### src/rtl/limp_pkg.sv
package limp_pkg;
  // Blink: 1.25 Hz -> period 0.8 s, half of it driven low
  function automatic int si_period(input int clk_hz);
    return (clk_hz * 4) / 5;
  endfunction
  function automatic int si_low(input int clk_hz);
    return (clk_hz * 2) / 5;
  endfunction
  // Lamp PWM: 100 Hz, driven low 20 %
  function automatic int pl_period(input int clk_hz);
    return clk_hz / 100;
  endfunction
  function automatic int pl_low(input int clk_hz);
    return clk_hz / 500;
  endfunction
endpackage

### src/rtl/limp_entry.sv
module limp_entry (
  input  logic clk,
  input  logic rst_n,
  input  logic wd_fail,
  input  logic wd_ok,
  input  logic two_fail_cfg,
  input  logic force_on,
  input  logic clear,
  output logic active,
  output logic armed,
  output logic trip
);
  logic fail_trip;

  // a failure that completes the entry condition
  assign fail_trip = wd_fail && (!two_fail_cfg || armed);
  assign trip      = !clear && (fail_trip || force_on);

  always_ff @(posedge clk) begin
    if (!rst_n) begin
      active <= 1'b0;
      armed  <= 1'b0;
    end else if (clear) begin
      active <= 1'b0;
      armed  <= 1'b0;
    end else begin
      if (fail_trip || force_on) active <= 1'b1;
      if (wd_fail)    armed <= two_fail_cfg && !armed;
      else if (wd_ok) armed <= 1'b0;
    end
  end
endmodule

### src/rtl/limp_divider.sv
module limp_divider #(
  parameter int PERIOD = 20,
  parameter int LOW    = 4
) (
  input  logic clk,
  input  logic rst_n,
  input  logic run,
  output logic low_phase,
  output logic wrap
);
  localparam int CW = (PERIOD > 1) ? $clog2(PERIOD) : 1;
  localparam logic [CW-1:0] LAST = CW'(PERIOD - 1);
  localparam logic [CW-1:0] LOWC = CW'(LOW);

  logic [CW-1:0] cnt;

  assign wrap      = run && (cnt == LAST);
  assign low_phase = run && (cnt < LOWC);

  always_ff @(posedge clk) begin
    if (!rst_n || !run) cnt <= '0;
    else if (wrap)      cnt <= '0;
    else                cnt <= cnt + 1'b1;
  end
endmodule

### src/rtl/limp_sig_gen.sv
module limp_sig_gen #(
  parameter int CLK_HZ = 2000
) (
  input  logic clk,
  input  logic rst_n,
  input  logic wd_fail,
  input  logic wd_ok,
  input  logic two_fail_cfg,
  input  logic force_on,
  input  logic clear,
  output logic si_drive_low,
  output logic pl_drive_low,
  output logic limp_active
);
  localparam int SI_PER = limp_pkg::si_period(CLK_HZ);
  localparam int SI_LOW = limp_pkg::si_low(CLK_HZ);
  localparam int PL_PER = limp_pkg::pl_period(CLK_HZ);
  localparam int PL_LOW = limp_pkg::pl_low(CLK_HZ);

  logic active, armed, trip;
  logic si_wrap, pl_wrap;

  limp_entry u_entry (
    .clk(clk), .rst_n(rst_n), .wd_fail(wd_fail), .wd_ok(wd_ok),
    .two_fail_cfg(two_fail_cfg), .force_on(force_on), .clear(clear),
    .active(active), .armed(armed), .trip(trip)
  );

  limp_divider #(.PERIOD(SI_PER), .LOW(SI_LOW)) u_si_div (
    .clk(clk), .rst_n(rst_n), .run(active),
    .low_phase(si_drive_low), .wrap(si_wrap)
  );

  limp_divider #(.PERIOD(PL_PER), .LOW(PL_LOW)) u_pl_div (
    .clk(clk), .rst_n(rst_n), .run(active),
    .low_phase(pl_drive_low), .wrap(pl_wrap)
  );

  assign limp_active = active;
endmodule

### config.mk
export PLATFORM = sky130hd
export DESIGN_NAME = limp_sig_gen
export DESIGN_NICKNAME = d
export VERILOG_FILES = /design/src/rtl/limp_pkg.sv /design/src/rtl/limp_entry.sv /design/src/rtl/limp_divider.sv /design/src/rtl/limp_sig_gen.sv
export SDC_FILE = /design/constraint.sdc
export NUM_CORES = 1
export LEC_CHECK = 0
export CAP_MARGIN = 0
export CORE_MARGIN = 8
export CORE_UTILIZATION = 25
export DETAILED_ROUTE_END_ITERATION = 6
export PLACE_DENSITY = 0.49
export SYNTH_ARGS = -nofsm -noshare
export SYNTH_HDL_FRONTEND = slang
export SYNTH_SLANG_ARGS = --single-unit
### constraint.sdc
create_clock -name clk -period 1.8 [get_ports clk]
set_input_delay 0.27 -clock clk [delete_from_list [all_inputs] [get_ports clk]]
set_output_delay 0.27 -clock clk [all_outputs]
set_load 0.02 [all_outputs]
Yosys cells after proc, flatten, opt, wreduce, memory -nomap -nowiden
Cells that the tools add are included.
Cells by class
  bitwise logic cells: 1
  order comparisons: 2
  reduce and logical (&&, ||, !) cells: 17
  $add $sub $neg: 2
  mux-type cells: 2
  equality and inequality tests: 2
Operator list (count)
  adder 11 x 1 -> 11 bit (second input constant): 1
  == test 11 bit (second input constant): 1
  less-than comparator 11 x 10 -> 1 bit (second input constant): 1
  logical AND 1 bit: 6
  OR reduction 2 bit: 3
  adder 5 x 1 -> 5 bit (second input constant): 1
  == test 5 bit (second input constant): 1
  less-than comparator 5 x 3 -> 1 bit (second input constant): 1
  logical NOT 1 bit: 4
  logical OR 1 bit: 3
  two-way mux 1 bit: 2
  nonzero test 2 bit: 1
  NOT 1 bit: 1
Storage, ports and cells
  output and inout bits: 3
  input bits: 7
  flip-flop bits (word level): 18
  logic and storage cells: 30

Depth between registers and ports, before layout
Gate-level depths: netlist (run 1).
  depth after elaboration: 4
  depth in mapped cells: 4
  mapped depth without buffers: 4

Hierarchy
A second synthesis (run 1) with hierarchy kept.
Second synthesis, totals
  cells, all modules: 93
  area, all modules: 882.1 sq um
Modules (own cells, without submodules)
  limp_divider (u_si_div): sequential area each 220.2 sq um, area an instance 558.0 sq um, instances 1, cells each 58
  limp_divider (u_pl_div): sequential area each 100.1 sq um, area an instance 219.0 sq um, instances 1, cells each 23
  limp_entry: sequential area each 40.0 sq um, area an instance 105.1 sq um, instances 1, cells each 12

Worst setup path after synthesis (run 1)
Ideal clock, no wire load.
  kind: reg-to-output
  from: register u_entry.active
  to: output pl_drive_low
  path buffers: 0
  arrival: 1.263 ns
  required time: 1.530 ns
  cell stages (with the launch flop): 2
  slack: 0.267 ns
  path through: dfxtp_1 -> nor4b_1
Between the ends
  word-level cells in the longest chain between the ends: 1
Ends and longest elaborated chain
  start, declared: RTL line limp_entry.sv:9  | output logic active,
  start signal, assigned: RTL line limp_entry.sv:21  | active <= 1'b0;
  start signal, assigned: RTL line limp_entry.sv:24  | active <= 1'b0;
  start signal, assigned: RTL line limp_entry.sv:27  | if (fail_trip || force_on) active <= 1'b1;
  logical AND 1 bit: RTL line limp_divider.sv:18  | assign low_phase = run && (cnt < LOWC);
  end, declared: RTL line limp_sig_gen.sv:12  | output logic pl_drive_low,
Every way passes these cells.

Worst setup path after layout (run 1)
  from: register u_entry.active
  to: output limp_active
RTL lines
  end, declared: RTL line limp_sig_gen.sv:13  | output logic limp_active
No word-level cell between the ends.

==> metrics.csv, run 1 <==
metric;value;unit
status;finished, final reports clean;
dr.first_iter.drc_count;12;
grt_pass1_vias;749;
yosysUniqueCellTypes;35;
initial_core_util;26.21;%
cp.depth;2;
hold_ws;0.4615;ns
finalHoldViolations;0;
area_growth;22.17;%
path_class;flop to primary output;
final_cell_mix;dfxtp_1 (18), nand2_1 (8), clkdlybuf4s50_1 (7), a21oi_1 (6), buf_4 (6);
busiest_layer;met2;
worst_slew_pin_slew;0.4719;ns
gp_congestion;0.7744;
grt_setup_unrepaired;false;
clock_sinks;18;
routed_wl;1790;um
crit_path_max_incr_delay;0.61;ns
endpoint;limp_active;
via_count;772;
path_clk_slew;0.09;ns
endpoint_kind;primary output;
overflow;0;
drt_first_pass_iters;4;
htreeDepth;1;
num_antenna_cells;0;
max-vdd-ir-drop;0.2950;mV
fin_util;32.02;%
cts_tree;yes;
synth.avg_cell_area;9.016;um^2
finalClockSkew;0.001039;ns
crit_required;1.53;ns
max_freq;0.5915;GHz
cts-root-buf;clkbuf_4;
fin_area;0.001069;mm^2
drt-vias-per-instance;4.855;
antenna_found_initial;0;
grt_pass1_wl;3263;um
die_y;75.15;um
setup_tns;0;ns
final_antenna_net_count;0;
ys.warnings.count;0;
pin_count;10;
period_minus_slack;1.691;ns
placedCellCount;156;
setup_viol;0;
worstReg2RegEnd;u_si_div.cnt[8]$_SDFF_PP0_;
crit_slowest_cell;clkdlybuf4s50_1;
grt_util_met1;8.765;%
layout_commonest_cell;dfxtp_1;
cp-start-kind;flop;
synthFlopType;dfxtp_1;
grt_usage;7.458;%
r2r_cells;4;
syn-num-nets;106;
insertion_delay;0.29;ns
clk_path_buf_depth;2;
wl_per_cell;11.26;um
synth_async_sr_flop_share;0;%
p_leak;0.0003774;uW
drc_errors;0;
nets;124;
crit_chain;buf_4 > clkdlybuf4s50_1;
numCtsBuffers;3;
die_area;0.005647;mm^2
use_met2;11.52;%
instances_no_fill;159;
p_per_area;603.1;mW/mm^2
dieWidth;75.15;um
ff2ff_setup_slack;0.27;ns
post_cts_buffers;0;
dp_hpwl;1415;um
relSlewSlack;68.46;%
finalCritPeriodShare;93.92;%
max_cap_violations;0;
synth_cells;97;
cp.arrival;1.42;ns
layout-drive-gt1-share;12.39;%
hold_path.class;flop to flop;
core;0.003337;mm^2
place_area;0.001052;mm^2
grt_start_max_net_pins;14;
num-fill-cells;362;
path_buf_inv;2;
portBuffers;9;
cp_top_family;buffers and inverters;
netlist_area;874.6;um^2
final_max_slew_viol_count;0;
crit_start;u_entry.active$_SDFFE_PP0P_;
global_route.usage.met3;1.864;%
ys_seq_elements;18;
rr_startpoint;u_si_div.cnt[1]$_SDFF_PP0_;
rows;21;
synth_edf_count;0;
ys_seq_area_share;41.20;%
critPathMaxFanout;6;
[cell usage after synthesis, drive strengths merged, types with 2 or more instances]
cell type / instances / area (um^2)
nand3b: 3 / 22.52
inv: 5 / 18.77
or4: 4 / 30.03
dfxtp: 18 / 360.4
o31ai: 4 / 30.03
nor2b: 2 / 12.51
xor2: 3 / 26.28
nor2: 5 / 18.77
ha: 2 / 25.02
nor3: 3 / 15.01
nor3b: 3 / 22.52
nand2: 8 / 30.03
o21ai: 4 / 20.02
a21oi: 6 / 30.03
o211ai: 2 / 15.01
and3: 3 / 20.02
nand3: 6 / 35.03
[what timing repair did]
item,CTS,global route
gates resized for setup,3,2
hold buffers,0,0
endpoints found under the setup margin,2,1
[power breakdown]
part	switching, uW	leakage [uW]	internal (uW)
Clock	117	0.0000138	77.8
Sequential	2.84	0.000145	402
Combinational	20.3	0.000218	24.1
[through the flow]
step / total power [uW] / setup slack [ns]
floorplan: 432.4 / 0.2673
detailed placement: 461.2 / 0.06088
global route: 676.4 / 0.04462
finish: 644.4 / 0.1094
CTS: 652.8 / 0.01141
global placement: 460.9 / 0.05120
[sequential cells by signal, summed over array words and instances (netlist names)]
name,flops
u_pl_div.cnt,5
u_entry.armed,1
u_si_div.cnt,11
u_entry.active,1
[cell type report]
type / count / area (um^2) / area share, %
Multi-Input combinational cell: 72 / 480.5 / 44.97
Tap cell: 46 / 57.56 / 5.386
Sequential cell: 18 / 360.3 / 33.72
Inverter: 5 / 18.77 / 1.756
Timing Repair Buffer: 15 / 128.9 / 12.06
Clock buffer: 3 / 22.52 / 2.108
[how the worst min path moves through the flow]
stage / startpoint / endpoint / slack (ns) / cells after the start
after global placement: u_pl_div.cnt[0]$_SDFF_PP0_ / u_pl_div.cnt[0]$_SDFF_PP0_ / 0.45 / 1
after detailed placement: u_pl_div.cnt[0]$_SDFF_PP0_ / u_pl_div.cnt[0]$_SDFF_PP0_ / 0.45 / 1
final: u_pl_div.cnt[0]$_SDFF_PP0_ / u_pl_div.cnt[0]$_SDFF_PP0_ / 0.46 / 1
after CTS: u_pl_div.cnt[0]$_SDFF_PP0_ / u_pl_div.cnt[0]$_SDFF_PP0_ / 0.47 / 1
after global routing: u_pl_div.cnt[0]$_SDFF_PP0_ / u_pl_div.cnt[0]$_SDFF_PP0_ / 0.49 / 1
after floorplan: force_on / u_entry.active$_SDFFE_PP0P_ / 0.42 / 2
[cell families after synthesis]
logic type | count (synthesis) | synth area share [%]
AO/OA/AOI/OAI | 21 | 15.59
XOR/XNOR | 4 | 4.006
adder cells (fa/ha/maj) | 2 | 2.861
buffers and inverters | 7 | 3.862
flip-flops | 18 | 41.20
AND/OR/NAND/NOR | 45 | 32.48
[routing by layer]
metal	vias up	part of all wire, %
met2	15	45
met1	359	48
li1	394	-
met4	0	2.3
met3	4	4.6
met5	-	0
Power figures use the tool's default switching activity.
==> inputs of run 2 (changes only) <==
--- a/config.mk
+++ b/config.mk
@@ -7,9 +7,11 @@
 export LEC_CHECK = 0
 export CAP_MARGIN = 0
 export CORE_MARGIN = 8
-export CORE_UTILIZATION = 25
+export CORE_UTILIZATION = 53
 export DETAILED_ROUTE_END_ITERATION = 6
-export PLACE_DENSITY = 0.49
+export PLACE_DENSITY = 0.83
+export SKIP_CTS_REPAIR_TIMING = 1
+export SLEW_MARGIN = 20
 export SYNTH_ARGS = -nofsm -noshare
 export SYNTH_HDL_FRONTEND = slang
 export SYNTH_SLANG_ARGS = --single-unit
==> run 2 against run 1 <==
- first-iteration DRC count rose by 67%
- flip-flop and latch count is the same
- routed wire length rose by 2.2%
==> metrics.csv, run 2 (synthesized netlist as in run 1, its figures left out) <==
metric;value;unit
grt_usage;12.38;%
wl_per_cell;14.19;um
cp-start-kind;flop;
grt_start_max_net_pins;14;
status;finished, final reports clean;
p_leak;0.0004055;uW
setup_viol;0;
drt-vias-per-instance;6.047;
r2r_cells;4;
die_y;56.62;um
largest_reg_flops;11;
finalHoldViolations;0;
path_clk_slew;0.10;ns
hold_path.class;flop to flop;
num_antenna_cells;0;
nets;123;
die_area;0.003206;mm^2
crit_required;1.53;ns
cts_tree;yes;
grt_setup_unrepaired;false;
gp_congestion;0.7403;
initial_core_util;57.39;%
clock_sinks;18;
worst_slew_pin_slew;0.4607;ns
grt_pass1_vias;780;
hold_ws;0.4772;ns
numCtsBuffers;3;
max-vdd-ir-drop;0.3926;mV
worstReg2RegEnd;u_si_div.cnt[10]$_SDFF_PP0_;
overflow;0;
fin_area;0.001049;mm^2
whs_path_depth;1;
drt_first_pass_iters;4;
core;0.001524;mm^2
layout-drive-gt1-share;11.50;%
top_regs;u_si_div.cnt x11, u_pl_div.cnt x5;
drc_errors;0;
period_minus_slack;1.671;ns
finalCritPeriodShare;92.84;%
endpoint_kind;primary output;
crit_chain;buf_4 > clkdlybuf4s50_1;
portBuffers;9;
antenna_found_initial;0;
final_antenna_net_count;0;
p_per_area;667.6;mW/mm^2
ff2ff_setup_slack;0.19;ns
cts-root-buf;clkbuf_4;
final_max_slew_viol_count;0;
largest-register;u_si_div.cnt;
finalClockSkew;0.0006319;ns
dp_hpwl;1410;um
routed_wl;1830;um
via_count;780;
worstHoldStart;u_pl_div.cnt[0]$_SDFF_PP0_;
path_class;flop to primary output;
whs_endpoint;u_pl_div.cnt[0]$_SDFF_PP0_;
rows;14;
htreeDepth;1;
pin_count;10;
grt_pass1_wl;3346;um
crit_slowest_cell;clkdlybuf4s50_1;
layout_commonest_cell;dfxtp_1;
area_growth;19.89;%
place_area;0.001007;mm^2
crit_path_max_incr_delay;0.61;ns
critPathMaxFanout;6;
rr_startpoint;u_si_div.cnt[0]$_SDFF_PP0_;
insertion_delay;0.29;ns
max_cap_violations;0;
final_cell_mix;dfxtp_1 (18), nand2_1 (8), clkdlybuf4s50_1 (7), a21oi_1 (6);
fin_util;68.80;%
relSlewSlack;69.21;%
cp.arrival;1.40;ns
dr.first_iter.drc_count;20;
max_freq;0.5984;GHz
dieWidth;56.62;um
clk_path_buf_depth;2;
-- run 2: cell count changes in the layout (fill, tap and decap cells not counted) --
cell,previous run,this run
dlymetal6s2s_1,0,2
buf_4,6,5
clkbuf_2,1,0
clkbuf_8,0,1
dlygate4sd2_1,1,0
-- run 2: metrics by stage --
stage / cells / TNS [ns] / power, uW / setup WS, ns
2_1_floorplan: 97 / 0 / 432.4 / 0.2673
3_3_place_gp: 125 / 0 / 458.5 / 0.08629
3_5_place_dp: 125 / 0 / 460.5 / 0.09393
4_1_cts: 129 / -0.4642 / 707.8 / -0.2736
5_1_grt: 129 / 0 / 732.5 / 0.008514
6_report: 129 / 0 / 700.0 / 0.1289
-- run 2: worst max-delay path, delay by kind of cell, from the launching register on --
kind | cells | cell delay (ns)
buffers and inverters | 2 | 0.75
DFF | 1 | 0.36
-- run 2: layout make-up --
type	instances	area [um^2]
sequential	18	360.3
fill	126	475.5
multi-input combinational	72	480.5
tap	16	20.02
clock buffer	4	36.28
inverter	5	18.77
timing repair buffer	14	132.6
-- run 2: routing by layer --
| metal | wire [um] | vias up | GRT usage, % |
|---|---|---|---|
| met1 | 885 | 362 | 14.45 |
| met2 | 818 | 19 | 19.75 |
| li1 | - | 395 | - |
| met5 | 0 | - | 0 |
| met3 | 94 | 4 | 4.494 |
| met4 | 31 | 0 | 5.155 |
-- run 2: how the worst max path moves through the flow --
stage	startpoint	endpoint	slack [ns]	cells past startpoint
6_report	u_entry.active$_SDFFE_PP0P_	limp_active	0.13	2
4_1_cts	u_si_div.cnt[7]$_SDFF_PP0_	si_drive_low	-0.27	3
3_3_place_gp	u_si_div.cnt[7]$_SDFF_PP0_	si_drive_low	0.09	3
3_5_place_dp	u_si_div.cnt[7]$_SDFF_PP0_	si_drive_low	0.09	3
5_1_grt	u_si_div.cnt[0]$_SDFF_PP0_	u_si_div.cnt[8]$_SDFF_PP0_	0.009	4
2_1_floorplan	u_entry.active$_SDFFE_PP0P_	pl_drive_low	0.27	1
-- run 2: where the power goes --
part	total (uW)	leakage (uW)	internal [uW]	switching (uW)
Clock	249	0.0000210	123	126
Combinational	45.2	0.000239	24.9	20.3
Sequential	406	0.000145	402	3.52
